`src/rtl/cbk_pkg.sv`:
```
package cbk_pkg;

   typedef enum logic [1:0] {
      BM_PASS = 2'd0,
      BM_INV  = 2'd1,
      BM_DIV2 = 2'd2,
      BM_DIV4 = 2'd3
   } bank_mode_e;

   localparam int SEL_W = 4;

   // 3-level digit: 00 low, 01 mid, 10 high, 11 read as mid
   function automatic logic tl_mid(input logic [1:0] v);
      return v[0];
   endfunction

   function automatic logic sel_ll(input logic [SEL_W-1:0] s);
      return s == 4'b0000;
   endfunction

   function automatic logic sel_hh(input logic [SEL_W-1:0] s);
      return s == 4'b1010;
   endfunction

endpackage

```
`src/rtl/cbk_divider.sv`:
```
module cbk_divider (
   input  logic       clk,
   input  logic       rst_n,
   input  logic       ref_ph,
   input  logic       pol_rise,
   output logic [1:0] cnt_q,
   output logic       ref_q,
   output logic       half_clk,
   output logic       quarter_clk
);
   logic       ev;
   logic [1:0] cnt_n;

   always_comb begin
      ev          = pol_rise ? (ref_ph & ~ref_q) : (~ref_ph & ref_q);
      cnt_n       = cnt_q + {1'b0, ev};
      half_clk    = cnt_n[0];
      quarter_clk = cnt_n[0] ^ cnt_n[1];
   end

   always_ff @(posedge clk) begin
      if (!rst_n) begin
         cnt_q <= '0;
         ref_q <= 1'b0;
      end else begin
         cnt_q <= cnt_n;
         ref_q <= ref_ph;
      end
   end
endmodule

```
`src/rtl/cbk_mode_dec.sv`:
```
module cbk_mode_dec #(
   parameter int N_PAIR    = 4,
   parameter int FREE_PAIR = 1,
   parameter int DIVQ_PAIR = 2,
   parameter int INV_PAIR  = 3,
   localparam int SEL_BITS = N_PAIR * cbk_pkg::SEL_W
) (
   input  logic [SEL_BITS-1:0] pair_sel,
   input  logic [1:0]          test_lvl,
   input  logic                oe_stop,
   output cbk_pkg::bank_mode_e mode_o [N_PAIR],
   output logic [N_PAIR-1:0]   off_o
);
   import cbk_pkg::*;

   logic tmid;
   assign tmid = tl_mid(test_lvl);

   for (genvar b = 0; b < N_PAIR; b++) begin : g_bank
      logic [SEL_W-1:0] s;
      logic ll, hh;
      assign s  = pair_sel[b*SEL_W +: SEL_W];
      assign ll = sel_ll(s);
      assign hh = sel_hh(s);

      if (b == DIVQ_PAIR) begin : g_divq
         assign mode_o[b] = ll ? BM_DIV2 : (hh ? BM_DIV4 : BM_PASS);
      end else if (b == INV_PAIR) begin : g_inv
         assign mode_o[b] = ll ? BM_DIV2 : (hh ? BM_INV : BM_PASS);
      end else begin : g_plain
         assign mode_o[b] = BM_PASS;
      end

      if (b == FREE_PAIR) begin : g_free
         assign off_o[b] = tmid & oe_stop & ll;
      end else begin : g_stoppable
         assign off_o[b] = tmid ? (oe_stop & ll) : oe_stop;
      end
   end
endmodule

```
`src/rtl/cbk_bank_gate.sv`:
```
module cbk_bank_gate (
   input  logic clk,
   input  logic rst_n,
   input  logic raw,
   input  logic stop_lvl,
   input  logic off_req,
   output logic q,
   output logic run_q
);
   logic run_n;

   // run state may only move while the ungated value rests at stop level
   assign run_n = (raw == stop_lvl) ? ~off_req : run_q;

   always_ff @(posedge clk) begin
      if (!rst_n) begin
         run_q <= 1'b1;
         q     <= 1'b0;
      end else begin
         run_q <= run_n;
         q     <= run_n ? raw : stop_lvl;
      end
   end
endmodule

```
`src/rtl/clkbank_ctl.sv`:
```
module clkbank_ctl #(
   parameter int N_PAIR       = 4,
   parameter int OUT_PER_PAIR = 2,
   parameter int FREE_PAIR    = 1,
   parameter int DIVQ_PAIR    = 2,
   parameter int INV_PAIR     = 3,
   localparam int SEL_BITS    = N_PAIR * cbk_pkg::SEL_W,
   localparam int OUT_BITS    = N_PAIR * OUT_PER_PAIR
) (
   input  logic                clk,
   input  logic                rst_n,
   input  logic                ref_ph,
   input  logic [N_PAIR-1:0]   pair_ph,
   input  logic [SEL_BITS-1:0] pair_sel,
   input  logic                pol_rise,
   input  logic                oe_stop,
   input  logic [1:0]          test_lvl,
   output logic [OUT_BITS-1:0] bank_q
);
   import cbk_pkg::*;

   if (N_PAIR < 1 || OUT_PER_PAIR < 1) begin : g_bad_size
      $error("clkbank_ctl: pair count and outputs per pair must be positive");
   end
   if (FREE_PAIR >= N_PAIR || DIVQ_PAIR >= N_PAIR || INV_PAIR >= N_PAIR) begin : g_bad_idx
      $error("clkbank_ctl: special pair index out of range");
   end
   if (FREE_PAIR == DIVQ_PAIR || FREE_PAIR == INV_PAIR || DIVQ_PAIR == INV_PAIR) begin : g_bad_dup
      $error("clkbank_ctl: special pairs must be distinct");
   end

   bank_mode_e        mode [N_PAIR];
   logic [N_PAIR-1:0] bank_off;
   logic [N_PAIR-1:0] bank_raw;
   logic [N_PAIR-1:0] bank_stop;
   logic [N_PAIR-1:0] bank_run;
   logic [N_PAIR-1:0] bank_qi;
   logic [1:0]        div_cnt;
   logic              ref_prev;
   logic              half_clk;
   logic              quarter_clk;

   cbk_divider u_div (
      .clk         (clk),
      .rst_n       (rst_n),
      .ref_ph      (ref_ph),
      .pol_rise    (pol_rise),
      .cnt_q       (div_cnt),
      .ref_q       (ref_prev),
      .half_clk    (half_clk),
      .quarter_clk (quarter_clk)
   );

   cbk_mode_dec #(
      .N_PAIR    (N_PAIR),
      .FREE_PAIR (FREE_PAIR),
      .DIVQ_PAIR (DIVQ_PAIR),
      .INV_PAIR  (INV_PAIR)
   ) u_dec (
      .pair_sel (pair_sel),
      .test_lvl (test_lvl),
      .oe_stop  (oe_stop),
      .mode_o   (mode),
      .off_o    (bank_off)
   );

   for (genvar b = 0; b < N_PAIR; b++) begin : g_bank
      always_comb begin
         unique case (mode[b])
            BM_INV:  bank_raw[b] = ~pair_ph[b];
            BM_DIV2: bank_raw[b] = half_clk;
            BM_DIV4: bank_raw[b] = quarter_clk;
            default: bank_raw[b] = pair_ph[b];
         endcase
         bank_stop[b] = (mode[b] == BM_INV) ? pol_rise : ~pol_rise;
      end

      cbk_bank_gate u_gate (
         .clk      (clk),
         .rst_n    (rst_n),
         .raw      (bank_raw[b]),
         .stop_lvl (bank_stop[b]),
         .off_req  (bank_off[b]),
         .q        (bank_qi[b]),
         .run_q    (bank_run[b])
      );

      assign bank_q[b*OUT_PER_PAIR +: OUT_PER_PAIR] = {OUT_PER_PAIR{bank_qi[b]}};
   end
endmodule

```
`config.mk`:
```
export PLATFORM = sky130hd
export DESIGN_NAME = clkbank_ctl
export DESIGN_NICKNAME = d
export VERILOG_FILES = /design/src/rtl/cbk_pkg.sv /design/src/rtl/cbk_divider.sv /design/src/rtl/cbk_mode_dec.sv /design/src/rtl/cbk_bank_gate.sv /design/src/rtl/clkbank_ctl.sv
export SDC_FILE = /design/constraint.sdc
export NUM_CORES = 1
export LEC_CHECK = 0
export ABC_AREA = 1
export CAP_MARGIN = 20
export CORE_AREA = 2 2 39 41
export CTS_CLUSTER_DIAMETER = 50
export DETAILED_ROUTE_END_ITERATION = 10
export DIE_AREA = 0 0 41 43
export DONT_BUFFER_PORTS = 1
export PLACE_DENSITY = 0.78
export SETUP_SLACK_MARGIN = 0.1
export SLEW_MARGIN = 20
export SYNTH_ARGS = -nofsm -noshare
export SYNTH_HDL_FRONTEND = slang
export SYNTH_SLANG_ARGS = --single-unit
```
`constraint.sdc`:
```
create_clock -name clk -period 5.2 [get_ports clk]
set_clock_uncertainty 0.2 [all_clocks]
set_input_delay 0.78 -clock clk [delete_from_list [all_inputs] [get_ports clk]]
set_output_delay 0.78 -clock clk [all_outputs]
set_load 0.1 [all_outputs]
```
==> results of run 1 <==
## how the worst max path moves through the flow
stage	endpoint	cells after the start
after detailed placement	g_bank[2].u_gate.run_q	11
after floorplan	g_bank[2].u_gate.run_q	12
final	bank_q[2]	0
after CTS	bank_q[4]	0
after global routing	bank_q[4]	0
after global placement	g_bank[2].u_gate.run_q	11
## final cells by class
| class | instances | area (um^2) |
|---|---|---|
| multi-input cells | 76 | 419 |
| clock buffers | 4 | 26.3 |
| inverters | 20 | 76.3 |
| fillers | 136 | 617 |
| well taps | 16 | 20.0 |
| flip-flops and latches | 11 | 225 |
## flip-flops by register name, indices dropped and copies added, names as in the netlist, named ones only
register             cells
g_bank.u_gate.q          4
g_bank.u_gate.run_q      3
u_div.cnt_q              2
u_div.ref_q              1
## metrics by stage
| step | setup slack (ns) | std cells |
|---|---|---|
| 3_3_place_gp | 2.90 | 123 |
| 4_1_cts | 2.94 | 127 |
| 2_1_floorplan | 2.86 | 117 |
| 5_1_grt | 2.92 | 127 |
| 6_report | 2.95 | 127 |
| 3_5_place_dp | 2.83 | 123 |
## kinds of logic (layout without fill, tap and decap cells)
family / Yosys count / in the layout / synth area share, %
AOI/OAI and AO/OA: 9 / 9 / 6.68
xor gates and xnor gates: 2 / 2 / 2.23
adders and majority gates: 1 / 1 / 1.59
buffers and inverters: 30 / 24 / 18.8
DFF: 11 / 11 / 28.0
muxes: 1 / 1 / 1.27
and+or+nand+nor: 63 / 63 / 41.5
## metal layers
layer / vias to the layer above / part of all wire [%] / track usage [%]
met1: 331 / 38 / 24.1
met2: 29 / 51 / 32.2
met3: 6 / 8.6 / 9.42
met5: - / 0 / 0
li1: 358 / - / -
met4: 0 / 2.4 / 10.0
## cell usage in the layout, fill, tap and decap left out
master                     Yosys  final
sky130_fd_sc_hd__a21oi_1       3      3
sky130_fd_sc_hd__a41o_1        1      1
sky130_fd_sc_hd__clkbuf_1      1      1
sky130_fd_sc_hd__clkbuf_4      0      3
sky130_fd_sc_hd__clkinv_2      1      1
sky130_fd_sc_hd__dfxtp_1      11      7
sky130_fd_sc_hd__dfxtp_2       0      4
sky130_fd_sc_hd__ha_1          1      1
sky130_fd_sc_hd__inv_1        16     16
sky130_fd_sc_hd__inv_2         3      3
sky130_fd_sc_hd__mux2i_1       1      1
sky130_fd_sc_hd__nand2_1      25     25
sky130_fd_sc_hd__nand2_2       4      4
sky130_fd_sc_hd__nand3_1      16     16
sky130_fd_sc_hd__nand3_2       3      3
sky130_fd_sc_hd__nand3b_4      1      1
sky130_fd_sc_hd__nand4_1       5      5
sky130_fd_sc_hd__nor2_1        6      6
sky130_fd_sc_hd__nor2_2        1      1
sky130_fd_sc_hd__nor2_4        1      1
sky130_fd_sc_hd__nor4_1        1      1
sky130_fd_sc_hd__o211ai_1      1      1
sky130_fd_sc_hd__o21ai_0       4      4
sky130_fd_sc_hd__xnor2_1       2      2
## power groups by stage
stage                     clock (mW)  sequential [mW]  combinational [mW]
after floorplan                    0           0.0970              0.0845
after global placement             0            0.139              0.0382
after detailed placement           0            0.139              0.0397
after CTS                     0.0606            0.137              0.0401
after global routing          0.0634            0.138              0.0464
final                         0.0591            0.137              0.0399
==> implementation parameters, run 1 <==
Parameter                              Value

Power and ir drop
  Total net switching power    0.0971 mW
  Net switching share of the total power    between 40% and 50%
  Final total power    approximately 0.24 mW
  Part of the total power dissipated in sequential elements    approximately three fifths
  Leakage power of the design    slightly above 0.4 nW
  Maximum ir drop on the vdd rail    between 0.15 and 0.2 mV
  Power density of the placed cells    308 nW/um^2
  Proportion of power drawn by combinational gates    between 10% and 20%
  Relative contribution of the clock network to total power    between 20 and 30%
  Power Internal    0.139 mW

Critical path
  Crit. Startpoint    g_bank[1].u_gate.q
  Reg-to-Reg Start    u_div.ref_q
  Worst reg-to-reg path cell count    11
  Critical path fanouts, max    2
  Required @ worst endpoint    between 4 and 5 ns
  Category of the most critical setup path    register to output pin
  Kind of start point of the critical path    register
  R2r setup slk    between 3 and 4 ns
  Destination of the worst register-to-register timing path    g_bank[2].u_gate.run_q
  Element type at the critical path end    output pin
  Critical path arrival    between 1 and 1.5 ns

Floorplanning
  Die H    between 40 and 50 um
  I/O pins    35
  Die outline width    41 um
  Row Count    14
  Core Footprint    1380 um^2
  Initial Utilization    56.9%
  Area enclosed by the die boundary    1760 um^2

Detailed routing
  Total DRC errors in the routed layout    0
  Drt first pass iters    4
  Number of vias in the routed layout    roughly 720
  Post-detailed-route wirelength per cell    11.9 um
  Iteration-0 DRC count of the detailed router    27
  Total Routed Length    between 1500 and 2000 um
  Average vias per placed instance    ~5.7
  Post-detailed-route count of antenna-violating nets    0

Global route
  Pin count of the biggest net entering global routing    10
  Via count of the first global-routing pass    about 650
  Total Routing Usage GR    21.2%
  Gr ovfl total    0
  Initial antenna violation count    0
  Wire length of the first global-routing pass    2550 um

Logic synthesis
  Top cells by instance count after synthesis    sky130_fd_sc_hd__nand2_1 (25), sky130_fd_sc_hd__inv_1 (16), sky130_fd_sc_hd__nand3_1 (16)
  Synthesized area per cell    between 6 and 7 um^2
  Area of the mapped netlist    just under 800 um^2
  Share of the synthesized area in the top cell type    28.0%
  Cell accounting for the most synthesized area    sky130_fd_sc_hd__dfxtp_1
  Cell with the most instances after synthesis    sky130_fd_sc_hd__nand2_1
  Number of instances in the synthesized netlist    between 100 and 150
  Synthesis Warnings    0
  Part of the Yosys area used for sequential elements    between 20% and 30%
  Largest cells by area after synthesis    sky130_fd_sc_hd__dfxtp_1 (28%), sky130_fd_sc_hd__nand2_1 (12%), sky130_fd_sc_hd__nand3_1 (10%)
  Synthesized Nets    145
  Flip-flop and latch count after synthesis    11
  Most used flip-flop cell after synthesis    sky130_fd_sc_hd__dfxtp_1
  Share of synthesized registers carrying an async set or reset    0%
  Number of enable flip-flop cells after synthesis    0
  Number of distinct library cells after synthesis    23

Timing
  Total negative slack for setup checks    0 ns
  Achievable frequency    between 0.4 and 0.5 GHz
  Endpoints failing hold    0
  Headroom to the max-slew limit    33.7%
  Unrepaired setup endpoints after global routing    no
  Shortest period the worst path allows    between 2 and 2.5 ns
  Final count of negative-setup-slack endpoints    0
  Worst hold margin    about 0.25 ns
  Slew at the pin closest to its max-slew limit    0.996 ns
  Max-slew violations    0
  Final critical-path share of the clock period    between 40% and 50%

Clock tree
  Maximum count of clock buffers along a single path    2
  Cell at the root of the clock tree    sky130_fd_sc_hd__clkbuf_4
  Post-CTS setup buffer count    0
  Cells resized by post-CTS repair    0
  CTS Hold Buffers Added    0
  TritonCTS Buffers    3
  CTS tree    yes
  Number of levels the H-tree was split into    1
  Count of clock tree sinks    11
  Clock slew seen by the registers of the worst setup and hold paths    about 0.07 ns
  Later-pin clock latency in the skew report    between 0.2 and 0.3 ns

Placed design
  Placed wire-length estimate    ~1200 um
  Quantity of I/O buffers inserted on ports    0
  Routability congestion estimate from global placement    around 0.8
  Post-place instance area    741 um^2

Finish
  Final #Nets    140
  Final cell area excluding filler cells    ~770 um^2
  Area overhead of the layout relative to synthesis    -2.54%
  Total inserted antenna cells    0
  Share of post-route cells with drive strength above 1    18.9%
  Final core utilization    55.4%

Run status
  Status    finished, final reports clean

Min path
  Min-Delay Endpoint    g_bank[1].u_gate.q
  Worst Hold Launch    g_bank[1].u_gate.run_q
  Worst min path class    register to register
  Cell depth of the worst min-delay path    1

Run
  Count of maximum capacitance violations    0
No activity file was read; power rests on OpenSTA's default activity.
==> inputs of run 2 (changes only) <==
- CORE_AREA: 2 2 39 41 -> default
- CORE_UTILIZATION: default -> 60
- DIE_AREA: 0 0 41 43 -> default
- PLACE_DENSITY: 0.78 -> 0.79
- clock period: 5.2 -> 2.3 ns (I/O delays scaled with it)
==> run 2 against run 1 <==
Effect of this change: non-clock buffer count up 7; hold slack worse by 0.24 ns; final area up 7.5%; critical path type is now register to register; largest cell class unchanged.
==> implementation parameters, run 2 (same netlist as run 1, synthesis figures left out) <==
Parameter                              Value

Timing
  Headroom to the max-slew limit    63.9% (+30 points)
  Total negative slack for setup checks    0 ns (unchanged)
  Final critical-path share of the clock period    about four fifths
  Unrepaired setup endpoints after global routing    no
  Max-slew violations    0 (unchanged)
  Slew at the pin closest to its max-slew limit    0.545 ns (-0.451 ns)
  Final count of negative-setup-slack endpoints    0 (unchanged)
  Endpoints failing hold    0 (unchanged)
  Shortest period the worst path allows    between 1.5 and 2 ns
  Achievable frequency    0.548 GHz

Clock tree
  TritonCTS Buffers    3 (unchanged)
  Cell at the root of the clock tree    sky130_fd_sc_hd__clkbuf_4
  Clock slew seen by the registers of the worst setup and hold paths    0.07 ns (about the same)
  Post-CTS setup buffer count    0 (unchanged)
  CTS tree    yes
  Number of levels the H-tree was split into    1 (unchanged)
  CTS Hold Buffers Added    3 (+3)
  Maximum count of clock buffers along a single path    2 (unchanged)
  Count of clock tree sinks    11 (unchanged)
  Later-pin clock latency in the skew report    0.28 ns (about the same)
  Cells resized by post-CTS repair    0 (unchanged)

Finish
  Largest registers    g_bank.u_gate.q (4), g_bank.u_gate.run_q (3), u_div.cnt_q (2)
  Fill cells    97 (-29%)
  Total inserted antenna cells    0 (unchanged)
  Commonest cells after routing, fill and taps aside    sky130_fd_sc_hd__nand2_1 (25), sky130_fd_sc_hd__inv_1 (16), sky130_fd_sc_hd__nand3_1 (16)
  Share of post-route cells with drive strength above 1    21.2% (+2.3 points)
  Number of flip-flops under the largest register name    4 (unchanged)
  Final #Nets    147 (+5.0%)
  Top register by number of flip-flops    g_bank.u_gate.q
  Most common cell after layout, fill and taps aside    sky130_fd_sc_hd__nand2_1
  Area overhead of the layout relative to synthesis    4.77%

Critical path
  CP max stage cell    sky130_fd_sc_hd__ha_1
  Element type at the critical path end    register
  Category of the most critical setup path    register to register
  Cell-by-cell trace of the critical path    inv_1, nor2_1, o21ai_0, inv_1, ha_1, inv_1, nand3_1, nand3b_4, nand2_2, nand2_1, nand3_1, nand3_1
  Largest stage delay, worst path    ~0.34 ns
  Required @ worst endpoint    2.26 ns (-1.96 ns)
  Critical path arrival    1.79 ns (+0.52 ns)
  Critical path fanouts, max    4 (+2)
  Kind of start point of the critical path    register

Global route
  Gr ovfl total    0 (unchanged)
  Pin count of the biggest net entering global routing    10 (unchanged)
  Wire length of the first global-routing pass    2310 um (-9.2%)
  Via count of the first global-routing pass    651 (-0.15%)
  Total Routing Usage GR    23.3% (+2.1 points)
  Initial antenna violation count    0 (unchanged)

Floorplanning
  Die outline width    38.2 um (-6.8%)
  Row Count    12 (-2)
  Core Footprint    1160 um^2 (-16%)
  Initial Utilization    68.1% (+11 points)
  Die H    38.2 um (-11%)
  I/O pins    35 (unchanged)
  Area enclosed by the die boundary    1460 um^2 (-17%)

Detailed routing
  Iteration-0 DRC count of the detailed router    19 (-30%)
  Total DRC errors in the routed layout    0 (unchanged)
  Number of vias in the routed layout    712 (-1.7%)
  Post-detailed-route count of antenna-violating nets    0 (unchanged)
  Average vias per placed instance    5.39 (-5.4%)
  Drt first pass iters    4 (unchanged)
  Total Routed Length    1450 um (-3.8%)
  Post-detailed-route wirelength per cell    11.0 um (-7.4%)

Power and ir drop
  Final total power    0.552 mW (+130%)
  Net switching share of the total power    41.1% (about the same)
  Proportion of power drawn by combinational gates    35.7% (+19 points)
  Power Internal    0.325 mW (+130%)
  Total net switching power    0.227 mW (+130%)
  Relative contribution of the clock network to total power    25.0% (about the same)
  Leakage power of the design    0.440 nW (+8.1%)
  Maximum ir drop on the vdd rail    0.437 mV (+190%)
  Power density of the placed cells    669 nW/um^2 (+120%)
  Part of the total power dissipated in sequential elements    39.3% (-19 points)

Placed design
  Placed wire-length estimate    1130 um (-5.7%)
  Quantity of I/O buffers inserted on ports    0 (unchanged)
  Routability congestion estimate from global placement    0.723 (-8.7%)

Run status
  Status    finished, final reports clean

Min path
  Worst min path class    primary input to register

Run
  Count of maximum capacitance violations    0 (unchanged)
run 2: worst max-delay path, delay by kind of cell, from the launching register on:
| family | cells | cell delay [ns] |
|---|---|---|
| AO/OA/AOI/OAI | 1 | 0.13 |
| adder cells (fa/ha/maj) | 1 | 0.34 |
| buffers and inverters | 3 | 0.19 |
| flip-flops | 1 | 0.32 |
| AND/OR/NAND/NOR | 7 | 0.53 |
run 2: path summary, 6_finish.rpt:
check / to / cells after the start / startpoint / slack [ns]
hold / removal: g_bank[2].u_gate.q / 2 / rst_n / 0.01
setup reg to reg: g_bank[2].u_gate.run_q / 12 / u_div.ref_q / 0.47
hold reg to reg: g_bank[1].u_gate.q / 1 / g_bank[1].u_gate.run_q / 0.25
setup / recovery: g_bank[2].u_gate.run_q / 12 / u_div.ref_q / 0.47
run 2: stage by stage:
step	setup WS, ns	cell area [um^2]	hold WS [ns]	std cells	util [%]
after floorplan	0.397	787	0.227	117	-
after global placement	0.449	768	0.234	125	66.5
after detailed placement	0.421	768	0.234	125	66.5
after CTS	0.473	825	0.0221	132	71.3
after global routing	0.283	825	0.0288	132	71.3
final	0.474	825	0.0121	132	71.3
run 2: power groups by stage:
stage / Sequential, mW / Clock (mW) / Combinational [mW]
2_1_floorplan: 0.219 / 0 / 0.191
3_3_place_gp: 0.220 / 0 / 0.188
3_5_place_dp: 0.221 / 0 / 0.192
4_1_cts: 0.217 / 0.136 / 0.198
5_1_grt: 0.218 / 0.145 / 0.212
6_report: 0.217 / 0.138 / 0.197
run 2: cell type report:
cell class	count	area, um^2	area share, %
multi-input cells	76	419	50.8
flip-flops and latches	11	225	27.3
inverters	20	76.3	9.26
repair buffers	7	60.1	7.28
clock buffers	4	26.3	3.19
well taps	14	17.5	2.12
run 2: per-layer routing:
layer	part of all wire (%)	up-vias	GRT usage (%)
met2	49	24	42.8
met1	43	312	22.1
met4	1.6	0	15.2
li1	-	373	-
met3	6.1	3	6.40
met5	0	-	0
==> inputs of run 3 (changes only) <==
- clock period: 2.3 -> 1.7 ns (I/O delays scaled with it)
==> run 3 against run 2 <==
Effect of this change: the flow now finishes with violations (hold timing); routed wire length grew 21%; total power up 48%; die area is the same; utilization grew 13 points; global-route usage increased by 6.0 points; register-to-register slack worse by 0.46 ns; critical endpoint unchanged; hold slack got worse by 0.16 ns; maximum frequency rose by 8.1%; combinational power grew 65%; critical path type unchanged; non-clock buffer count increased by 5; largest power group is now combinational logic; clock power up 39%.
==> implementation parameters, run 3 (same netlist as run 1, synthesis figures left out) <==
Parameter                              Value

Floorplanning
  Row Count    12 (unchanged)
  Area enclosed by the die boundary    1460 um^2 (unchanged)
  Initial Utilization    68.1% (unchanged)
  I/O pins    35 (unchanged)
  Die H    38.2 um (unchanged)
  Die outline width    38.2 um (unchanged)
  Core Footprint    1160 um^2 (unchanged)

Critical path
  Crit. Startpoint    u_div.ref_q
  Kind of start point of the critical path    register
  Critical path arrival    1.67 ns (-0.12 ns)
  Critical path buffers and inverters    3 (unchanged)
  Required @ worst endpoint    1.68 ns (-0.58 ns)
  Critical path fanouts, max    4 (unchanged)
  CP max stage cell    sky130_fd_sc_hd__dfxtp_2
  Crit-path leading delay family    simple AND/OR/NAND/NOR gates
  Reg-to-Reg Start    u_div.ref_q
  Most common cell on crit path    sky130_fd_sc_hd__nand3_1
  Largest stage delay, worst path    0.33 ns (about the same)
  Cell-by-cell trace of the critical path    inv_2, nor2_1, o21ai_1, inv_1, ha_4, inv_4, nand3_2, nand3b_4, nand2_2, nand2_1, nand3_1, nand3_1
  Category of the most critical setup path    register to register
  Element type at the critical path end    register

Timing
  Slew at the pin closest to its max-slew limit    0.204 ns (-0.342 ns)
  Final count of negative-setup-slack endpoints    0 (unchanged)
  Achievable frequency    0.592 GHz (+8.1%)
  Worst hold margin    -0.147 ns (-0.159 ns)
  Max-slew violations    0 (unchanged)
  Endpoints failing hold    4 (+4)
  Headroom to the max-slew limit    86.3% (+22 points)
  Unrepaired setup endpoints after global routing    yes
  Setup WS post-layout    0.00991 ns (-0.464 ns)
  Shortest period the worst path allows    1.69 ns (-0.136 ns)
  Final critical-path share of the clock period    99.4% (+20 points)

Clock tree
  Post-CTS setup buffer count    0 (unchanged)
  Later-pin clock latency in the skew report    0.28 ns (about the same)
  TritonCTS Buffers    3 (unchanged)
  Maximum count of clock buffers along a single path    2 (unchanged)
  Cell at the root of the clock tree    sky130_fd_sc_hd__clkbuf_4
  Number of levels the H-tree was split into    1 (unchanged)
  Clock slew seen by the registers of the worst setup and hold paths    0.07 ns (about the same)
  Count of clock tree sinks    11 (unchanged)
  CTS tree    yes
  CTS Hold Buffers Added    8 (+5)

Detailed routing
  Iteration-0 DRC count of the detailed router    35 (+16)
  Top routing layer in use    met4
  Number of vias in the routed layout    767 (+7.7%)
  Average vias per placed instance    5.60 (+3.8%)
  Met2 wire length    891 um (+24%)
  Post-detailed-route wirelength per cell    12.9 um (+17%)
  Met3 Wirelength    138 um (+55%)
  Total DRC errors in the routed layout    0 (unchanged)
  Drt first pass iters    4 (unchanged)
  Total Routed Length    1760 um (+21%)
  Post-detailed-route count of antenna-violating nets    0 (unchanged)
  Met1 WL    704 um (+13%)

Global route
  Wire length of the first global-routing pass    2890 um (+25%)
  Via count of the first global-routing pass    723 (+11%)
  Total Routing Usage GR    29.3% (+6.0 points)
  Gr ovfl total    0 (unchanged)
  Pin count of the biggest net entering global routing    10 (unchanged)
  Initial antenna violation count    0 (unchanged)

Finish
  Number of flip-flops under the largest register name    4 (unchanged)
  Most common cell after layout, fill and taps aside    sky130_fd_sc_hd__nand2_1
  Largest registers    g_bank.u_gate.q (4), g_bank.u_gate.run_q (3), u_div.cnt_q (2)
  Final core utilization    83.9% (+13 points)
  Commonest cells after routing, fill and taps aside    sky130_fd_sc_hd__nand2_1 (24), sky130_fd_sc_hd__inv_1 (14), sky130_fd_sc_hd__nand3_1 (13)
  Top register by number of flip-flops    g_bank.u_gate.q
  Fill cells    59 (-39%)
  Share of post-route cells with drive strength above 1    26.8% (+5.6 points)
  Total inserted antenna cells    0 (unchanged)
  Final #Nets    152 (+3.4%)
  Area overhead of the layout relative to synthesis    23.2%
  Final cell area excluding filler cells    970 um^2 (+18%)

Run status
  Violated checks    hold timing
  Status    complete, but fails checks

Placed design
  Post-place instance area    852 um^2 (+11%)
  Placed wire-length estimate    1220 um (+7.6%)
  Post-placement setup slack    0.0290 ns (-0.392 ns)
  Routability congestion estimate from global placement    0.768 (+6.3%)
  Quantity of I/O buffers inserted on ports    0 (unchanged)

Power and ir drop
  Leakage power of the design    0.482 nW (+9.6%)
  Final total power    0.819 mW (+48%)
  Maximum ir drop on the vdd rail    0.492 mV (+13%)
  Power density of the placed cells    844 nW/um^2 (+26%)

Run
  Count of maximum capacitance violations    0 (unchanged)

Min path
  Worst min path class    primary input to register
  Worst Hold Launch    rst_n
-- run 3: final cells by class --
| type | count | area, um^2 | area share [%] |
|---|---|---|---|
| clock buffers | 4 | 26.3 | 2.71 |
| inverters | 20 | 90.1 | 9.29 |
| multi-input cells | 76 | 449 | 46.3 |
| flip-flops and latches | 11 | 226 | 23.4 |
| well taps | 14 | 17.5 | 1.81 |
| repair buffers | 12 | 160 | 16.5 |
-- run 3: repair_timing --
item | in CTS | in global routing
endpoints found under the setup margin | 3 | 4
pin swaps | 0 | 6
gates resized for setup | 0 | 5
hold endpoints to repair | 11 | 4
-- run 3: power by group --
part / total (mW) / leakage, nW / switching (mW) / internal [mW]
registers: 0.301 / 0.0926 / 0.0179 / 0.283
logic: 0.326 / 0.375 / 0.214 / 0.112
clock network: 0.192 / 0.0150 / 0.100 / 0.0913
-- run 3: final timing paths --
kind	to	slack, ns	cells after the start
setup reg to reg	g_bank[2].u_gate.run_q	0.01	12
hold reg to reg	g_bank[3].u_gate.run_q	0.32	2
hold / removal	g_bank[2].u_gate.run_q	-0.15	1
setup / recovery	g_bank[2].u_gate.run_q	0.01	12
-- run 3: through the flow --
stage / TNS, ns / cells
finish: 0 / 137
global route: -0.274 / 137
CTS: 0 / 137
detailed placement: 0 / 125
global placement: 0 / 125
floorplan: 0 / 117
-- run 3: metal layers --
metal | global-route usage (%) | vias to the layer above
met5 | 0 | -
met4 | 13.4 | 0
met3 | 10.5 | 5
met2 | 53.4 | 35
met1 | 29.0 | 344
li1 | - | 383
